`config.mk`:
```
export PLATFORM = sky130hd
export DESIGN_NAME = bmr_bank
export DESIGN_NICKNAME = d
export VERILOG_FILES = /design/src/rtl/bmr_pkg.sv /design/src/rtl/bmr_decode.sv /design/src/rtl/bmr_chan.sv /design/src/rtl/bmr_irq.sv /design/src/rtl/bmr_bank.sv
export SDC_FILE = /design/constraint.sdc
export NUM_CORES = 1
export LEC_CHECK = 0
export BUFFER_PORTS_ARGS = -buffer_cell sky130_fd_sc_hd__buf_4
export CAP_MARGIN = 20
export CORE_UTILIZATION = 50
export DETAILED_ROUTE_END_ITERATION = 12
export PLACE_DENSITY_LB_ADDON = 0.15
export SKIP_CTS_REPAIR_TIMING = 1
export SLEW_MARGIN = 20
export SYNTH_ARGS = -nofsm -noshare
export SYNTH_HDL_FRONTEND = slang
export SYNTH_SLANG_ARGS = --single-unit
export TNS_END_PERCENT = 50
```
`constraint.sdc`:
```
create_clock -name clk -period 2.8 [get_ports clk]
set_input_delay 0.56 -clock clk [delete_from_list [all_inputs] [get_ports clk]]
set_output_delay 0.56 -clock clk [all_outputs]
set_load 0.02 [all_outputs]
```
`src/rtl/bmr_pkg.sv`:
```
package bmr_pkg;
  localparam int NUM_CH   = 4;
  localparam int ADDR_W   = 10;
  localparam int DATA_W   = 32;
  localparam int CH_W     = $clog2(NUM_CH);
  localparam int STEER_CH = 2;
  localparam int BYTE_W   = 8;

  typedef enum logic [1:0] {KIND_NONE, KIND_CTRL, KIND_TBL, KIND_MIRROR} reg_kind_e;

  // Register kind from a byte address; unmapped holes give KIND_NONE.
  function automatic reg_kind_e kind_of(input logic [ADDR_W-1:0] a);
    if (a[1:0] != 2'b00 || a[8:5] != 4'd0) return KIND_NONE;
    case ({a[4], a[2]})
      2'b00:   return KIND_CTRL;
      2'b01:   return KIND_TBL;
      2'b10:   return KIND_MIRROR;
      default: return KIND_NONE;
    endcase
  endfunction

  // Channel number: high half selects pair, bit 3 selects odd member.
  function automatic logic [CH_W-1:0] chan_of(input logic [ADDR_W-1:0] a);
    return {a[9], a[3]};
  endfunction

  // Control byte as seen by software.
  function automatic logic [BYTE_W-1:0] ctrl_byte(input logic dir, input logic steer,
                                                  input logic en);
    return {4'b0000, dir, 1'b0, steer, en};
  endfunction

  // Mirror word: neighbour byte in the top lane, simplex bit and rest zero.
  function automatic logic [DATA_W-1:0] mirror_word(input logic [BYTE_W-1:0] nb,
                                                    input logic has_mirror);
    return has_mirror ? {nb, {(DATA_W-BYTE_W){1'b0}}} : '0;
  endfunction
endpackage

```
`src/rtl/bmr_decode.sv`:
```
module bmr_decode
  import bmr_pkg::*;
(
  input  logic              clk,
  input  logic              rst_n,
  input  logic              wr,
  input  logic [ADDR_W-1:0] addr,
  output reg_kind_e         kind,
  output logic [CH_W-1:0]   chan,
  output logic [NUM_CH-1:0] wr_ctrl,
  output logic [NUM_CH-1:0] wr_tbl
);
  always_comb begin
    kind    = kind_of(addr);
    chan    = chan_of(addr);
    wr_ctrl = '0;
    wr_tbl  = '0;
    if (wr && kind == KIND_CTRL) wr_ctrl[chan] = 1'b1;
    if (wr && kind == KIND_TBL)  wr_tbl[chan]  = 1'b1;
  end


  write_sel_onehot_chk: assert property (@(posedge clk) disable iff (!rst_n)
    $onehot0({wr_ctrl, wr_tbl}));


  no_write_when_idle_chk: assert property (@(posedge clk) disable iff (!rst_n)
    !wr |-> (wr_ctrl == '0 && wr_tbl == '0));
endmodule

```
`src/rtl/bmr_chan.sv`:
```
module bmr_chan
  import bmr_pkg::*;
#(
  parameter bit HAS_STEER = 1'b0
) (
  input  logic              clk,
  input  logic              rst_n,
  input  logic              wr_ctrl,
  input  logic              wr_tbl,
  input  logic [DATA_W-1:0] wdata,
  input  logic              busy,
  output logic              en,
  output logic              dir,
  output logic              steer,
  output logic              abort,
  output logic [DATA_W-1:0] tbl_base
);
  localparam int TBL_LSB = 2;
  localparam int EN_BIT  = 0;
  localparam int ST_BIT  = 1;
  localparam int DIR_BIT = 3;

  logic [DATA_W-1:TBL_LSB] tbl_q;
  logic                    fall_evt;   // this write turns a set enable off

  assign fall_evt = wr_ctrl && !wdata[EN_BIT] && en;

  always_ff @(posedge clk) begin
    if (!rst_n) begin
      en    <= 1'b0;
      dir   <= 1'b0;
      abort <= 1'b0;
      tbl_q <= '0;
    end else begin
      if (wr_ctrl) begin
        en  <= wdata[EN_BIT];
        dir <= wdata[DIR_BIT];
      end
      if (wr_tbl) tbl_q <= wdata[DATA_W-1:TBL_LSB];
      abort <= fall_evt && busy;
    end
  end

  generate
    if (HAS_STEER) begin : g_steer
      always_ff @(posedge clk) begin
        if (!rst_n)       steer <= 1'b0;
        else if (wr_ctrl) steer <= wdata[ST_BIT];
      end
    end else begin : g_no_steer
      assign steer = 1'b0;
    end
  endgenerate

  assign tbl_base = {tbl_q, {TBL_LSB{1'b0}}};


  abort_single_chk: assert property (@(posedge clk) disable iff (!rst_n)
    abort |=> !abort);


  abort_after_fall_chk: assert property (@(posedge clk) disable iff (!rst_n)
    abort |-> (!en && $past(en) && $past(busy)));


  tbl_hold_chk: assert property (@(posedge clk) disable iff (!rst_n)
    !wr_tbl |=> $stable(tbl_base));


  ctrl_hold_chk: assert property (@(posedge clk) disable iff (!rst_n)
    !wr_ctrl |=> ($stable(en) && $stable(dir) && $stable(steer)));
endmodule

```
`src/rtl/bmr_irq.sv`:
```
module bmr_irq
  import bmr_pkg::*;
(
  input  logic              clk,
  input  logic              rst_n,
  input  logic              steer_all,
  input  logic [NUM_CH-1:0] ch_irq,
  input  logic [CH_W-1:0]   dev_sel,
  output logic              irq_out
);
  always_comb irq_out = steer_all ? (|ch_irq) : ch_irq[dev_sel];


  irq_quiet_chk: assert property (@(posedge clk) disable iff (!rst_n)
    (ch_irq == '0) |-> !irq_out);


  irq_any_pass_chk: assert property (@(posedge clk) disable iff (!rst_n)
    (steer_all && ch_irq != '0) |-> irq_out);
endmodule

```
`src/rtl/bmr_bank.sv`:
```
module bmr_bank
  import bmr_pkg::*;
(
  input  logic                     clk,
  input  logic                     rst_n,
  input  logic                     reg_wr,
  input  logic [ADDR_W-1:0]        reg_addr,
  input  logic [DATA_W-1:0]        reg_wdata,
  output logic [DATA_W-1:0]        reg_rdata,
  input  logic                     tf_req,
  input  logic [CH_W-1:0]          tf_chan,
  output logic                     tf_target_abort,
  input  logic [NUM_CH-1:0]        eng_busy,
  output logic [NUM_CH-1:0]        dma_run,
  output logic [NUM_CH-1:0]        dma_dir,
  output logic [NUM_CH-1:0]        dma_abort,
  output logic [NUM_CH*DATA_W-1:0] dma_tbl_base,
  input  logic [NUM_CH-1:0]        ch_irq,
  input  logic [CH_W-1:0]          dev_sel,
  output logic                     irq_out
);
  reg_kind_e         kind;
  logic [CH_W-1:0]   chan;
  logic [NUM_CH-1:0] wr_ctrl;
  logic [NUM_CH-1:0] wr_tbl;
  logic [NUM_CH-1:0] steer_v;
  logic [DATA_W-1:0] tbl_arr [NUM_CH];
  logic [CH_W-1:0]   pair_odd;       // odd channel mirrored into this pair

  bmr_decode u_dec (
    .clk(clk), .rst_n(rst_n), .wr(reg_wr), .addr(reg_addr),
    .kind(kind), .chan(chan), .wr_ctrl(wr_ctrl), .wr_tbl(wr_tbl)
  );

  generate
    for (genvar i = 0; i < NUM_CH; i++) begin : g_ch
      bmr_chan #(.HAS_STEER(i == STEER_CH)) u_chan (
        .clk(clk), .rst_n(rst_n), .wr_ctrl(wr_ctrl[i]), .wr_tbl(wr_tbl[i]),
        .wdata(reg_wdata), .busy(eng_busy[i]),
        .en(dma_run[i]), .dir(dma_dir[i]), .steer(steer_v[i]),
        .abort(dma_abort[i]), .tbl_base(tbl_arr[i])
      );
      assign dma_tbl_base[i*DATA_W +: DATA_W] = tbl_arr[i];
    end
  endgenerate

  assign pair_odd = {chan[CH_W-1:1], 1'b1};

  always_comb begin
    reg_rdata = '0;
    case (kind)
      KIND_CTRL:   reg_rdata = {{(DATA_W-BYTE_W){1'b0}},
                                ctrl_byte(dma_dir[chan], steer_v[chan], dma_run[chan])};
      KIND_TBL:    reg_rdata = tbl_arr[chan];
      KIND_MIRROR: reg_rdata = mirror_word(ctrl_byte(dma_dir[pair_odd], steer_v[pair_odd],
                                                     dma_run[pair_odd]), !chan[0]);
      default:     reg_rdata = '0;
    endcase
  end

  assign tf_target_abort = tf_req && dma_run[tf_chan];

  bmr_irq u_irq (
    .clk(clk), .rst_n(rst_n), .steer_all(steer_v[STEER_CH]),
    .ch_irq(ch_irq), .dev_sel(dev_sel), .irq_out(irq_out)
  );


  ctrl_reserved_chk: assert property (@(posedge clk) disable iff (!rst_n)
    (kind == KIND_CTRL) |-> (reg_rdata[2] == 1'b0 && reg_rdata[DATA_W-1:4] == '0));


  mirror_low_zero_chk: assert property (@(posedge clk) disable iff (!rst_n)
    (kind == KIND_MIRROR) |-> (reg_rdata[DATA_W-BYTE_W-1:0] == '0));


  mirror_write_ignored_chk: assert property (@(posedge clk) disable iff (!rst_n)
    (reg_wr && kind == KIND_MIRROR) |=> ($stable(dma_run) && $stable(dma_dir) && $stable(steer_v)));


  tf_abort_cause_chk: assert property (@(posedge clk) disable iff (!rst_n)
    tf_target_abort |-> (tf_req && dma_run != '0));


  hole_reads_zero_chk: assert property (@(posedge clk) disable iff (!rst_n)
    (kind == KIND_NONE) |-> (reg_rdata == '0));
endmodule

```
==> impl_results.md, run 1 <==
- PD cells: between 500 and 600 mW/mm²
- Synthesis Warnings: 0
- Register area share after synthesis: 42.7%
- ANT nets after route: 0
- Total Routed Length: 17.2 mm
- Post-synth EDFFs: 0
- Crit-path cells: buf_4 -> inv_1 -> ha_1 -> nor2_1 -> nand4_1 -> buf_4 -> nor2b_1 -> buf_4
- Max Fclk: slightly below 0.4 GHz
- DR pass1 iterations: 4
- Diode count: 0
- Final setup viols: 0
- Crit Path Max Fanout: 27
- Gpl congestion: 0.849
- Fill count: 910
- Slew @ Worst Pin: 0.667 ns
- Met2 Resource Use GR: 47.0%
- Die H: 114 µm
- Area of the core: 0.0121 mm²
- Die ar.: 0.0129 mm²
- Most frequent cells in the layout: buf_4, nand2_1, dfxtp_1
- Vias in the first global route: 5,182
- Via count: 5,212
- CTS sink count: 133
- Critical path startpoint category: primary input
- IO buf count: 223
- Total track usage: 26.7%
- First-pass GRT wire length: 26.5 mm
- Largest net degree at the start of global routing: about 160
- DR WL/cell: 17.4 µm
- Ys async rst share: 0%
- Minimum clock period: 2.55 ns
- Synth unique cells: 38
- Synth Cell Area: 0.00623 mm²
- Max_cap viols: 0
- Clock Path Buffers: 2
- Final hold viol count: 0
- H-tree levels: 4
- WP data arrival: 1.99 ns
- Peak supply drop: 406 µV
- CP max stage delay: about 0.31 ns
- Most common library cell in the layout ignoring fill and taps: buf_4
- Cts bufs inserted: 17
- Initial Util: 51.6%
- Delay-heaviest family, CP: simple AND/OR/NAND/NOR gates
- GR Overflow Total: 0
- Crit end category: output port
- Syn Inst Count: 609
- Period utilisation layout: roughly 91%
- Worst setup margin: 0.251 ns
- Fin Setup TNS: 0 ns
- Register Area: 0.00266 mm²
- Most used DFF post-synth: dfxtp_1
- Clk root buf: clkbuf_16
- Synth top area cells: dfxtp_1, mux2i_1, mux4_2
- Layout Nets: 869
- Io pins: 232
- Max-slew violations: 0
- #FFs+latches synth: 133
- Synthesized area per cell: 10.2 µm²
- Die Wd: 114 µm
- Place WS: 0.270 ns
- Bufs and invs on worst path: 4
- Initial DRC count: 302
- Yosys top cell area share: 42.7%
- CP max-delay cell: nor2_1
- DPL Wire Length: 11.8 mm
- GRT busiest layer: met2
- Worst-skew pair later-pin latency: between 0.4 and 0.5 ns
- Row count: 40
- CTS tree: yes
- Status: completed
- Headroom to the max-slew limit: 55.6%
- Cell taking the most area after synthesis: dfxtp_1
- Fraction of layout cells with a size suffix above 1: 37.2%
- Critical Path RT: 2.24 ns
- Initial antenna violation count: 0
- Met3 Track Usage GR: ~6.1%
- Remaining DRCs: 0
- Worst Hold Class: primary input to flip-flop
- RSZ-0062 raised after global routing: no
- Met1 Use GR: 31.7%
- Most numerous cell on the critical path: buf_4
- Leakage: 4.20 nW
- Area of the multi-input gates: ~0.0032 mm²
- Reg clk slew, reported paths: 0.06 ns
- Area Overhead vs Synth: 37.7%
- WS Path Type: primary input to output port
- Vias per cell: 5.26
- Final clock skew: 0.00154 ns
## per-layer routing
layer  vias to the layer above  routed length, µm
li1                       2481                  -
met1                      2532               7230
met2                       179               8700
met3                        20                972
met4                         0                307
met5                         -                  0
## synthesized netlist by cell type (2+ instances only)
cell type and number:
dfxtp_1 133, nand2_1 164, buf_4 23, nor4_1 3, clkbuf_1 23, and4_1 5, a21oi_1 2, inv_1 3
nand4_1 7, nor2_1 4, buf_2 16, and2_1 2, ha_1 2, nor2b_1 30, mux2i_1 132, nand3_1 5
or4_1 2, and3b_1 2, mux2_2 2, mux4_2 31
## power by group
group,internal (mW),switching (mW)
sequential,1.89,0.000713
clock,1.44,0.826
combinational,0.106,0.143
## logic make-up after synthesis
kind of cell / share of synthesized area [%]
and+or+nand+nor: 17.1
muxes: 32.8
DFF: 42.7
buffers and inverters: 5.68
AOI/OAI and AO/OA: 1.21
adders and majority gates: 0.402
other: 0.0602
## sequential cells by signal, summed over array words and instances, names as in the netlist
register / cells
g_ch.u_chan.tbl_q: 120
g_ch.u_chan.abort: 4
g_ch.u_chan.dir: 4
g_ch.u_chan.en: 4
g_ch.u_chan.steer: 1
## metrics by stage
step	instance area, µm²	utilization, %	total power, mW	instances	hold WS (ns)
2_1_floorplan	6260	-	2.08	616	0.449
3_3_place_gp	7970	66.1	2.18	958	0.457
3_5_place_dp	7970	66.1	2.18	958	0.464
4_1_cts	8580	71.1	4.44	990	0.407
5_1_grt	8580	71.1	4.54	990	0.403
6_report	8580	71.1	4.41	990	0.419
## path summary, 6_finish.rpt
| path | from | endpoint | slack (ns) | cells after the start |
|---|---|---|---|---|
| worst max-delay path | reg_addr[2] | reg_rdata[13] | 0.25 | 8 |
| worst min register to register | g_ch[3].u_chan.tbl_q[27]$_SDFFE_PN0P_ | g_ch[3].u_chan.tbl_q[27]$_SDFFE_PN0P_ | 0.48 | 2 |
| worst max register to register | g_ch[0].u_chan.tbl_q[31]$_SDFFE_PN0P_ | g_ch[0].u_chan.tbl_q[31]$_SDFFE_PN0P_ | 2.07 | 2 |
| worst min-delay path | eng_busy[2] | g_ch[2].u_chan.abort$_SDFF_PN0_ | 0.42 | 2 |
## final cells by class
cell class	count	share of cell area, %
clock inverter	13	1.82
tap	168	2.45
sequential	133	31.0
multi-input combinational	417	37.8
clock buffer	19	5.28
inverter	3	0.131
timing repair buffer	237	21.5
## worst register-to-register path, cell delays in order, from the launching register on
cell     delay (ns)
dfxtp_1        0.41
nand2_1        0.08
mux2i_1        0.16
No activity file was read; power rests on OpenSTA's default activity.
==> run 2, diff against run 1 <==
--- a/config.mk
+++ b/config.mk
@@ -5,7 +5,7 @@
 export SDC_FILE = /design/constraint.sdc
 export NUM_CORES = 1
 export LEC_CHECK = 0
-export BUFFER_PORTS_ARGS = -buffer_cell sky130_fd_sc_hd__buf_4
+export BUFFER_PORTS_ARGS = -buffer_cell sky130_fd_sc_hd__buf_2
 export CAP_MARGIN = 20
 export CORE_UTILIZATION = 50
 export DETAILED_ROUTE_END_ITERATION = 12
==> impl_results.md, run 2 (synthesis gave the netlist of run 1 again) <==
- Status: completed (unchanged)
- Vias in the first global route: 5,217 (was 5,182)
- R2r setup slk: 2.05 ns (was 2.07 ns)
- Fraction of layout cells with a size suffix above 1: 37.6% (was 37.2%)
- GR Overflow Total: 0 (unchanged)
- WP data arrival: 1.91 ns (was 1.99 ns)
- Leakage: 4.21 nW (was 4.20 nW)
- Period utilisation layout: 88.2% (was 91.0%)
- CTS tree: yes (unchanged)
- Cell area after layout: 0.00809 mm² (was 0.00858 mm²)
- Most frequent cells in the layout: buf_2, nand2_1, dfxtp_1 (was buf_4, nand2_1, dfxtp_1)
- H-tree levels: 4 (unchanged)
- Layout Nets: 874 (was 869)
- Crit end category: output port (unchanged)
- Final setup viols: 0 (unchanged)
- Met2 Resource Use GR: 45.2% (was 47.0%)
- Io pins: 232 (unchanged)
- DR pass1 iterations: 6 (was 4)
- Crit path from: reg_addr[1] (was reg_addr[2])
- DPL Wire Length: 11.7 mm (was 11.8 mm)
- IO buf count: 223 (unchanged)
- Pwr Total: 4.57 mW (was 4.41 mW)
- Max Fclk: 0.405 GHz (was 0.392 GHz)
- Layout Cells excl Fill: 995 (was 990)
- First-pass GRT wire length: 26.4 mm (was 26.5 mm)
- R2r startpoint: g_ch[1].u_chan.en$_SDFFE_PN0P_ (was g_ch[0].u_chan.tbl_q[31]$_SDFFE_PN0P_)
- Reg clk slew, reported paths: 0.06 ns (about the same)
- Gpl congestion: 0.892 (was 0.849)
- Met3 Track Usage GR: 7.17% (was 6.11%)
- Largest net degree at the start of global routing: 75 (was 158)
- Die H: 114 µm (unchanged)
- Minimum clock period: 2.47 ns (was 2.55 ns)
- Most common library cell in the layout ignoring fill and taps: buf_2 (was buf_4)
- Fin Setup TNS: 0 ns (unchanged)
- CTS sink count: 133 (unchanged)
- Area of the core: 0.0121 mm² (unchanged)
- RSZ-0062 raised after global routing: no (unchanged)
- Final clock skew: 0.000220 ns (was 0.00154 ns)
- Area Overhead vs Synth: 29.9% (was 37.7%)
- ANT nets after route: 0 (unchanged)
- Cts bufs inserted: 17 (unchanged)
- Worst Hold Class: primary input to flip-flop (unchanged)
- Final hold viol count: 0 (unchanged)
- Critical path startpoint category: primary input (unchanged)
- Peak supply drop: 493 µV (was 406 µV)
- Row count: 40 (unchanged)
- Top reg by flops: g_ch.u_chan.tbl_q (unchanged)
- Crit Path Max Fanout: 9 (was 27)
- Initial DRC count: 368 (was 302)
- Remaining DRCs: 0 (unchanged)
- Fill count: 964 (was 910)
- Via count: 5,308 (was 5,212)
- Worst-skew pair later-pin latency: 0.41 ns (about the same)
- Total track usage: 26.6% (was 26.7%)
- Die Wd: 114 µm (unchanged)
- DR WL/cell: 16.8 µm (was 17.4 µm)
- Max-slew violations: 0 (unchanged)
- Max FFs per register: 120 (unchanged)
- Critical Path RT: 2.24 ns (about the same)
- WS Path Type: primary input to output port (unchanged)
- Initial antenna violation count: 0 (unchanged)
- GRT busiest layer: met2 (unchanged)
- Headroom to the max-slew limit: 48.7% (was 55.6%)
- Diode count: 0 (unchanged)
- Vias per cell: 5.33 (was 5.26)
- Post-layout util: 67.1% (was 71.1%)
- Hold Startpoint: reg_wdata[1] (was eng_busy[2])
- Clk root buf: clkbuf_16 (unchanged)
- Met1 Use GR: 31.9% (was 31.7%)
- Slew @ Worst Pin: 0.763 ns (was 0.667 ns)
- Total Routed Length: 16.7 mm (was 17.2 mm)
- Max_cap viols: 0 (unchanged)
- PD cells: 564 mW/mm² (was 514 mW/mm²)
- Clock Path Buffers: 2 (unchanged)
- Area after DPL: 0.00744 mm² (was 0.00797 mm²)
- Die ar.: 0.0129 mm² (unchanged)
- Cells after DPL: 963 (was 958)
- Initial Util: 51.6% (unchanged)
## run 2: cell count changes in the layout (fill, tap and decap cells not counted), sizes merged
cell	delta
buf	+5
bufinv	+2
clkinv	-1
clkinvlp	-1
## run 2: final timing paths
check | to | cells past startpoint
worst max-delay path | reg_rdata[0] | 6
worst min register to register | g_ch[3].u_chan.tbl_q[30]$_SDFFE_PN0P_ | 2
worst max register to register | g_ch[1].u_chan.en$_SDFFE_PN0P_ | 2
worst min-delay path | g_ch[2].u_chan.steer$_SDFFE_PN0P_ | 3
## run 2: metrics by stage
step                      hold slack, ns  setup slack, ns
after floorplan                    0.449           0.0813
after global placement             0.454            0.393
after detailed placement           0.463            0.360
after CTS                          0.382            0.344
after global routing               0.394            0.177
final                              0.400            0.330
## run 2: final cells by class
type | instances | area (µm²) | area share [%]
multi-input cells | 417 | 3240 | 40.1
flip-flops and latches | 133 | 2660 | 32.9
clock inverters | 13 | 204 | 2.52
inverters | 3 | 11.3 | 0.139
repair buffers | 242 | 1310 | 16.2
clock buffers | 19 | 453 | 5.60
well taps | 168 | 210 | 2.60
## run 2: worst max-delay path, stage by stage
cell       delay, ns
buf_2           0.12
nor4_4          0.29
buf_4           0.20
nand2_1         0.10
a2111oi_1       0.39
buf_2           0.24
## run 2: per-layer routing
| metal | part of all wire [%] | vias to the layer above |
|---|---|---|
| met5 | 0 | - |
| met4 | 1.9 | 0 |
| met3 | 6.8 | 25 |
| met2 | 50 | 208 |
| met1 | 42 | 2585 |
| li1 | - | 2490 |
## run 2: power breakdown
group | switching (mW) | internal [mW]
registers | 0.000666 | 1.89
logic | 0.144 | 0.0864
clock network | 0.819 | 1.62
total | 0.963 | 3.60
